$ cat config.mk
export PLATFORM = sky130hd
export DESIGN_NAME = hb_interlock
export DESIGN_NICKNAME = d
export VERILOG_FILES = /design/src/rtl/hbi_pkg.sv /design/src/rtl/hbi_sync.sv /design/src/rtl/hbi_filter.sv /design/src/rtl/hbi_core.sv /design/src/rtl/hb_interlock.sv
export SDC_FILE = /design/constraint.sdc
export NUM_CORES = 1
export LEC_CHECK = 0
export BUFFER_PORTS_ARGS = -buffer_cell sky130_fd_sc_hd__buf_2
export CORE_AREA = 4 4 45 63
export DETAILED_ROUTE_END_ITERATION = 8
export DIE_AREA = 0 0 49 67
export HOLD_SLACK_MARGIN = 0.02
export PLACE_DENSITY = 0.58
export SETUP_SLACK_MARGIN = 0.15
export SLEW_MARGIN = 20
export SYNTH_ARGS = -nofsm -noshare
export SYNTH_HDL_FRONTEND = slang
export SYNTH_SLANG_ARGS = --single-unit
$ cat constraint.sdc
create_clock -name clk -period 1.6 [get_ports clk]
set_clock_uncertainty 0.15 [all_clocks]
set_input_delay 0.32 -clock clk [delete_from_list [all_inputs] [get_ports clk]]
set_output_delay 0.32 -clock clk [all_outputs]
set_load 0.05 [all_outputs]
$ cat src/rtl/hbi_pkg.sv
package hbi_pkg;

    // Registered state of the interlock core
    typedef struct packed {
        logic hg;       // high-side gate enable
        logic lg;       // low-side gate enable
        logic h_arm;    // high side has seen a fresh rise since last override
        logic l_arm;    // low side has seen a fresh rise since last shutdown
        logic h_prev;   // filtered high command, one cycle back
        logic l_prev;   // filtered low command, one cycle back
    } core_st_t;

endpackage

$ cat src/rtl/hbi_sync.sv
module hbi_sync #(
    parameter int WIDTH  = 2,
    parameter int STAGES = 2
) (
    input  logic             clk,
    input  logic             rst_n,
    input  logic [WIDTH-1:0] din,
    output logic [WIDTH-1:0] dout
);

    logic [WIDTH-1:0] stg_q [STAGES];

    always_ff @(posedge clk or negedge rst_n) begin
        if (!rst_n) begin
            for (int i = 0; i < STAGES; i++) stg_q[i] <= '0;
        end else begin
            stg_q[0] <= din;
            for (int i = 1; i < STAGES; i++) stg_q[i] <= stg_q[i-1];
        end
    end

    assign dout = stg_q[STAGES-1];

endmodule

$ cat src/rtl/hbi_filter.sv
module hbi_filter #(
    parameter int FILT_CYC = 50
) (
    input  logic clk,
    input  logic rst_n,
    input  logic raw,
    output logic flt
);

    localparam int CW = (FILT_CYC < 2) ? 1 : $clog2(FILT_CYC);
    localparam logic [CW-1:0] CNT_TOP = CW'(FILT_CYC - 1);

    typedef struct packed {
        logic          lvl;
        logic [CW-1:0] cnt;
    } filt_st_t;

    filt_st_t st_d, st_q;

    always_comb begin
        st_d = st_q;
        if (raw == st_q.lvl) begin
            st_d.cnt = '0;
        end else if (st_q.cnt == CNT_TOP) begin
            st_d.lvl = raw;
            st_d.cnt = '0;
        end else begin
            st_d.cnt = st_q.cnt + 1'b1;
        end
    end

    always_ff @(posedge clk or negedge rst_n) begin
        if (!rst_n) st_q <= '0;
        else        st_q <= st_d;
    end

    assign flt = st_q.lvl;

endmodule

$ cat src/rtl/hbi_core.sv
module hbi_core
    import hbi_pkg::*;
(
    input  logic clk,
    input  logic rst_n,
    input  logic h,
    input  logic l,
    input  logic shut_n,
    input  logic inh,
    output logic hg,
    output logic lg
);

    core_st_t st_d, st_q;
    logic rise_h, rise_l, sd;

    always_comb begin
        st_d   = st_q;
        sd     = ~shut_n;
        rise_h = h & ~st_q.h_prev;
        rise_l = l & ~st_q.l_prev;

        st_d.h_prev = h;
        st_d.l_prev = l;

        // arming: an override clears it, a fresh rise restores it
        if (sd || inh)   st_d.h_arm = 1'b0;
        else if (rise_h) st_d.h_arm = 1'b1;

        if (sd)          st_d.l_arm = 1'b0;
        else if (rise_l) st_d.l_arm = 1'b1;

        unique case ({h, l})
            2'b11: begin
                if (rise_h && rise_l) begin
                    st_d.hg = st_d.h_arm;
                    st_d.lg = 1'b0;
                end else begin
                    st_d.hg = st_q.hg;
                    st_d.lg = st_q.lg;
                end
            end
            2'b10: begin
                st_d.hg = st_d.h_arm;
                st_d.lg = 1'b0;
            end
            2'b01: begin
                st_d.hg = 1'b0;
                st_d.lg = st_d.l_arm;
            end
            default: begin
                st_d.hg = 1'b0;
                st_d.lg = 1'b0;
            end
        endcase

        if (inh) st_d.hg = 1'b0;
        if (sd) begin
            st_d.hg = 1'b0;
            st_d.lg = 1'b0;
        end
    end

    always_ff @(posedge clk or negedge rst_n) begin
        if (!rst_n) st_q <= '0;
        else        st_q <= st_d;
    end

    assign hg = st_q.hg;
    assign lg = st_q.lg;

endmodule

$ cat src/rtl/hb_interlock.sv
module hb_interlock #(
    parameter int FILT_CYC    = 50,
    parameter int SYNC_STAGES = 2
) (
    input  logic clk,
    input  logic rst_n,
    input  logic hi_cmd,
    input  logic lo_cmd,
    input  logic shut_n,
    input  logic hi_inhibit,
    output logic hi_gate,
    output logic lo_gate
);

    localparam int NCH = 2;   // channel 1 = high side, channel 0 = low side

    logic [NCH-1:0] syn;
    logic [NCH-1:0] flt;
    logic h_syn, l_syn, h_flt, l_flt;

    hbi_sync #(
        .WIDTH  (NCH),
        .STAGES (SYNC_STAGES)
    ) u_sync (
        .clk   (clk),
        .rst_n (rst_n),
        .din   ({hi_cmd, lo_cmd}),
        .dout  (syn)
    );

    for (genvar c = 0; c < NCH; c++) begin : g_filt
        hbi_filter #(
            .FILT_CYC (FILT_CYC)
        ) u_filt (
            .clk   (clk),
            .rst_n (rst_n),
            .raw   (syn[c]),
            .flt   (flt[c])
        );
    end

    assign h_syn = syn[1];
    assign l_syn = syn[0];
    assign h_flt = flt[1];
    assign l_flt = flt[0];

    hbi_core u_core (
        .clk    (clk),
        .rst_n  (rst_n),
        .h      (h_flt),
        .l      (l_flt),
        .shut_n (shut_n),
        .inh    (hi_inhibit),
        .hg     (hi_gate),
        .lg     (lo_gate)
    );

endmodule

=== Word-level counts from Yosys, hierarchy flattened ===
Cells that the tools add are included.
Widths: inputs -> output; s select.

* Flip-flop bits (word level): 24
* Bits in latches: 0
* RAM bits: 0
* Bits in read-only memories: 0
* Input port bits: 6
* Output and inout bits: 2
* Word-level logic and storage cells: 46
* Memories kept: 0

* Add/subtract/negate cells: 2
* Multipliers: 0
* Divide/modulo/power cells: 0
* Order comparisons: 0
* Eq/ne operators: 9
* Shift operators: 0
* Muxes and demuxes: 12
* Bitwise gates (word level): 7
* Reduce and logical (&&, ||, !) cells: 4

{| class="wikitable"
|+ Operator list
! kind !! number
|-
| $mux 6 || 4
|-
| $add 6x1->6 const B || 2
|-
| $eq 6x6->1 const B || 2
|-
| $pmux 2 s3 || 1
|-
| $mux 1 || 5
|-
| $not 1->1 || 5
|-
| $eq 2x2->1 const B || 2
|-
| $mux 2 || 2
|-
| $ne 4x3->1 const B || 1
|-
| $reduce_and 2->1 || 2
|-
| $ne 3x2->1 const B || 1
|-
| $and 1x1->1 || 2
|-
| $eq 1x1->1 || 2
|-
| $eq 2x1->1 const B || 1
|-
| $logic_and 1x1->1 || 1
|-
| $logic_or 1x1->1 || 1
|}

=== Depth between registers and ports, before layout ===
* Depth after elaboration: 8
* Mapped depth: 5
* Depth with buffers taken out: 5

=== Hierarchy ===
From an unflattened synthesis, not the netlist that was laid out.

* Cells, all modules: 86
* Area, all modules: 1028.5 um^2

{| class="wikitable"
|+ Modules (own cells, without submodules)
! module !! instances !! cells each !! area an instance (um^2) !! sequential area each (um^2)
|-
| hbi_filter || 2 || 30 || 331.6 || 175.2
|-
| hbi_core || 1 || 20 || 250.2 || 150.1
|-
| hbi_sync || 1 || 6 || 115.1 || 100.1
|}

=== Worst setup path before layout ===
No wires, ideal clock.

* Path type: register to register
* Start: reg g_filt[0].u_filt.st_q[1] (netlist name)
* End: reg g_filt[0].u_filt.st_q, in the netlist g_filt[0].u_filt.flt
* Setup time: 0.125 ns
* Arrival: 1.119 ns
* Data required time: 1.325 ns
* Setup slack: 0.206 ns
* Stages on the path, launching flop included: 6
* Buffers on the path: 0
* Clock period less this slack: 1.394 ns
* Path through: dfrtp_1 inv_1 ha_1 nand4b_1 nor2_1 mux2_2

* Longest elaborated chain between the ends: 2

{| class="wikitable"
|+ Ends and longest elaborated chain
! item !! RTL line !! text
|-
| from (decl) || hbi_filter.sv:18 || <nowiki>filt_st_t st_d, st_q;</nowiki>
|-
| from (signal assigned) || hbi_filter.sv:34 || <nowiki>else st_q <= st_d;</nowiki>
|-
| $eq 6x6->1 || hbi_filter.sv:24 || <nowiki>end else if (st_q.cnt == CNT_TOP) begin</nowiki>
|-
| $reduce_and 2->1 (no source line) || n/a ||
|}

Every way passes these cells.
A chain may end at the register's enable or synchronous reset.

=== Final worst setup path ===
Same ends and word-level chain as after synthesis.

==> flow_metrics.py <==
metrics = {
    "run_status": {
        "status": "finished clean",
    },
    "drt": {
        "drc": 0,
        "drt-initial-drc-count": 10,
        "wire_per_inst_microns": 12.8,
        "vias": 634,
        "via_per_inst": 5.07,
        "drt_wl_total_microns": 1600,
        "dr.pass1.iters": 4,
        "postRouteAntennaNets": 0,
    },
    "hold_path": {
        "min-delay-start": "shut_n",
        "min_path_type": "input pin to register",
    },
    "timing": {
        "final_max_slew_viol_count": 0,
        "timing.hold.ws_ns": 0.0962,
        "hold_violations": 0,
        "finalWorstSetupSlack_ns": 0.138,
        "fmax_ghz": 0.684,
        "timing.final.crit_share_pct": 91.4,
        "worst_slew_pin_slew_ns": 0.514,
        "rsz0062_at_grt": "true",
        "fin_crit_ns": 1.46,
        "setup_violations": 0,
        "finalSetupTns_ns": 0,
        "maxSlewHeadroom_pct": 65.7,
    },
    "synthesis": {
        "synth_flop_cell": "dfrtp_1",
        "syn_avg_cell_area_sq_um": 12.3,
        "synth_edf_count": 0,
        "synth-seq-area-share_pct": 59.8,
        "synthCells": 82,
        "synthesis.nets": 92,
        "synth_warnings": 0,
        "syn-cell-area_sq_um": 1000,
        "yosysUniqueCellTypes": 23,
        "async_reset_ff_share_pct": 100,
        "ys_seq_elements": 24,
    },
    "layout": {
        "final_common_cell": "dfrtp_1",
        "fillers": 209,
        "final_core_util_pct": 52.3,
        "final_cell_mix": "dfrtp_1 (24), nor2_1 (13), xor2_1 (6)",
        "final_nets": 113,
        "drive_gt1_share_pct": 26.5,
        "diodes": 0,
        "syn_to_final_growth_pct": 20.4,
    },
    "clocking": {
        "cts_buffer_depth": 2,
        "cts_buffers": 3,
        "h-tree-depth": 1,
        "clk_pin_slew_ns": 0.13,
        "clock_latency_ns": 0.31,
        "cts_root_buffer": "clkbuf_4",
        "clock_sinks": 24,
        "cts_tree": "yes",
    },
    "critical_path": {
        "cp_slowest_stage_delay_ns": 0.40,
        "worstPathRequired_ns": 1.66,
        "critPathKind": "register to register",
        "critPathSlowestCell": "dfrtp_1",
        "critPathTopFamily": "flip-flops",
        "crit_path_start_kind": "register",
        "crit_chain": "inv_1 > ha_1 > nand4b_1 > nor2_2 > mux2_4",
        "rr_startpoint": "g_filt[0].u_filt.st_q[1]",
        "critPathBufInv": 1,
        "crit_path_end_kind": "register",
        "crit_start": "g_filt[0].u_filt.st_q[1]",
        "worst_ep_arrival_time_ns": 1.52,
        "path_max_fanout": 2,
    },
    "placed_design": {
        "hpwl_microns": 1050,
        "port_buffers": 7,
        "gp_congestion": 0.727,
        "place_ws_ns": 0.118,
    },
    "grt": {
        "grt_max_degree": 25,
        "grt_pass1_vias": 724,
        "antenna_found_initial": 0,
        "grt_pass1_wl_microns": 2930,
        "track_usage_pct": 11.3,
        "grt-ovfl-total": 0,
    },
    "die": {
        "die_area_sq_um": 3280,
        "rows": 21,
        "fp.dieH_microns": 67,
        "num_io_pins": 8,
        "start_util_pct": 43.5,
        "core_sq_um": 2310,
        "chipWidth_microns": 49,
    },
    "job": {
        "maxCapViolCount": 0,
    },
    "pwr": {
        "p_leak_uw": 0.000592,
        "power_uw": 1140,
        "power_density_nw_per_um2": 946,
        "ir_drop_v": 0.000413,
    },
}
==> through the flow <==
| step | cell area [sq um] | cells |
|---|---|---|
| final | 1210 | 125 |
| after global routing | 1210 | 125 |
| after CTS | 1190 | 124 |
| after detailed placement | 1070 | 112 |
| after global placement | 1070 | 112 |
| after floorplan | 1000 | 82 |
==> per-layer routing <==
| layer | track usage, % | wire [microns] | up-vias |
|---|---|---|---|
| met3 | 2.24 | 47 | 2 |
| met5 | 0 | 0 | - |
| met1 | 11.9 | 628 | 311 |
| li1 | - | - | 314 |
| met2 | 21.2 | 909 | 7 |
| met4 | 5.05 | 13 | 0 |
==> power breakdown <==
| part | leakage [uW] | internal, uW | switching [uW] |
|---|---|---|---|
| Sequential | 0.000321 | 624 | 12.7 |
| Clock | 0.0000279 | 253 | 174 |
| Combinational | 0.000243 | 40.4 | 40.2 |
| Total | 0.000592 | 917 | 227 |
==> worst register-to-register path: stages, from the launching register on <==
cell      delay [ns]
dfrtp_1         0.40
inv_1           0.05
ha_1            0.13
nand4b_1        0.16
nor2_2          0.16
mux2_4          0.30
==> state kept, by name, summed over array words and instances, names as in the netlist <==
register / cells
g_filt.u_filt.flt: 2
u_sync.stg_q: 2
u_sync.dout: 2
u_core.hg: 1
u_core.st_q: 4
g_filt.u_filt.st_q: 12
u_core.lg: 1
==> layout make-up <==
cell class / instances / area (sq um) / share of cell area [%]
clock buffer: 3 / 22.5 / 1.86
clock inverter: 1 / 30.0 / 2.48
multi-input combinational: 55 / 399 / 33.0
timing repair buffer: 16 / 118 / 9.72
sequential: 24 / 601 / 49.6
inverter: 3 / 11.3 / 0.931
tap: 23 / 28.8 / 2.38
==> final timing paths <==
path,to,depth (start not counted),slack (ns)
setup / recovery,g_filt[0].u_filt.flt,5,0.14
hold / removal,u_core.st_q[2],2,0.1
setup reg to reg,g_filt[0].u_filt.flt,5,0.14
hold reg to reg,u_sync.dout[0],0,0.22
max in group asynchronous,g_filt[1].u_filt.st_q[3],2,0.61
min in group asynchronous,u_core.st_q[2],2,0.34
==> synth_stat cells, types with 3 or more instances <==
cell type / n / share of area [%]
xor2_1: 6 / 5.2
ha_1: 4 / 5.0
dfrtp_1: 24 / 60
inv_1: 3 / 1.1
nor2_1: 14 / 5.2
o21ai_0: 3 / 1.5
==> cells by family after synthesis <==
| kind of cell | after synthesis | share of synthesized area [%] |
|---|---|---|
| and+or+nand+nor | 30 | 17.2 |
| AOI/OAI and AO/OA | 11 | 7.72 |
| DFF | 24 | 59.8 |
| buffers and inverters | 3 | 1.12 |
| adders and majority gates | 4 | 4.98 |
| muxes | 2 | 2.24 |
| xor gates and xnor gates | 8 | 6.97 |
==> what timing repair did <==
item,4_1_cts,5_1_grt
hold buffers,4,0
setup endpoints to repair,2,15
hold endpoints to repair,27,0
gates resized for setup,0,4
pin swaps,0,1
setup buffers,4,1
Note: power is estimated with default switching activity, not from simulation.
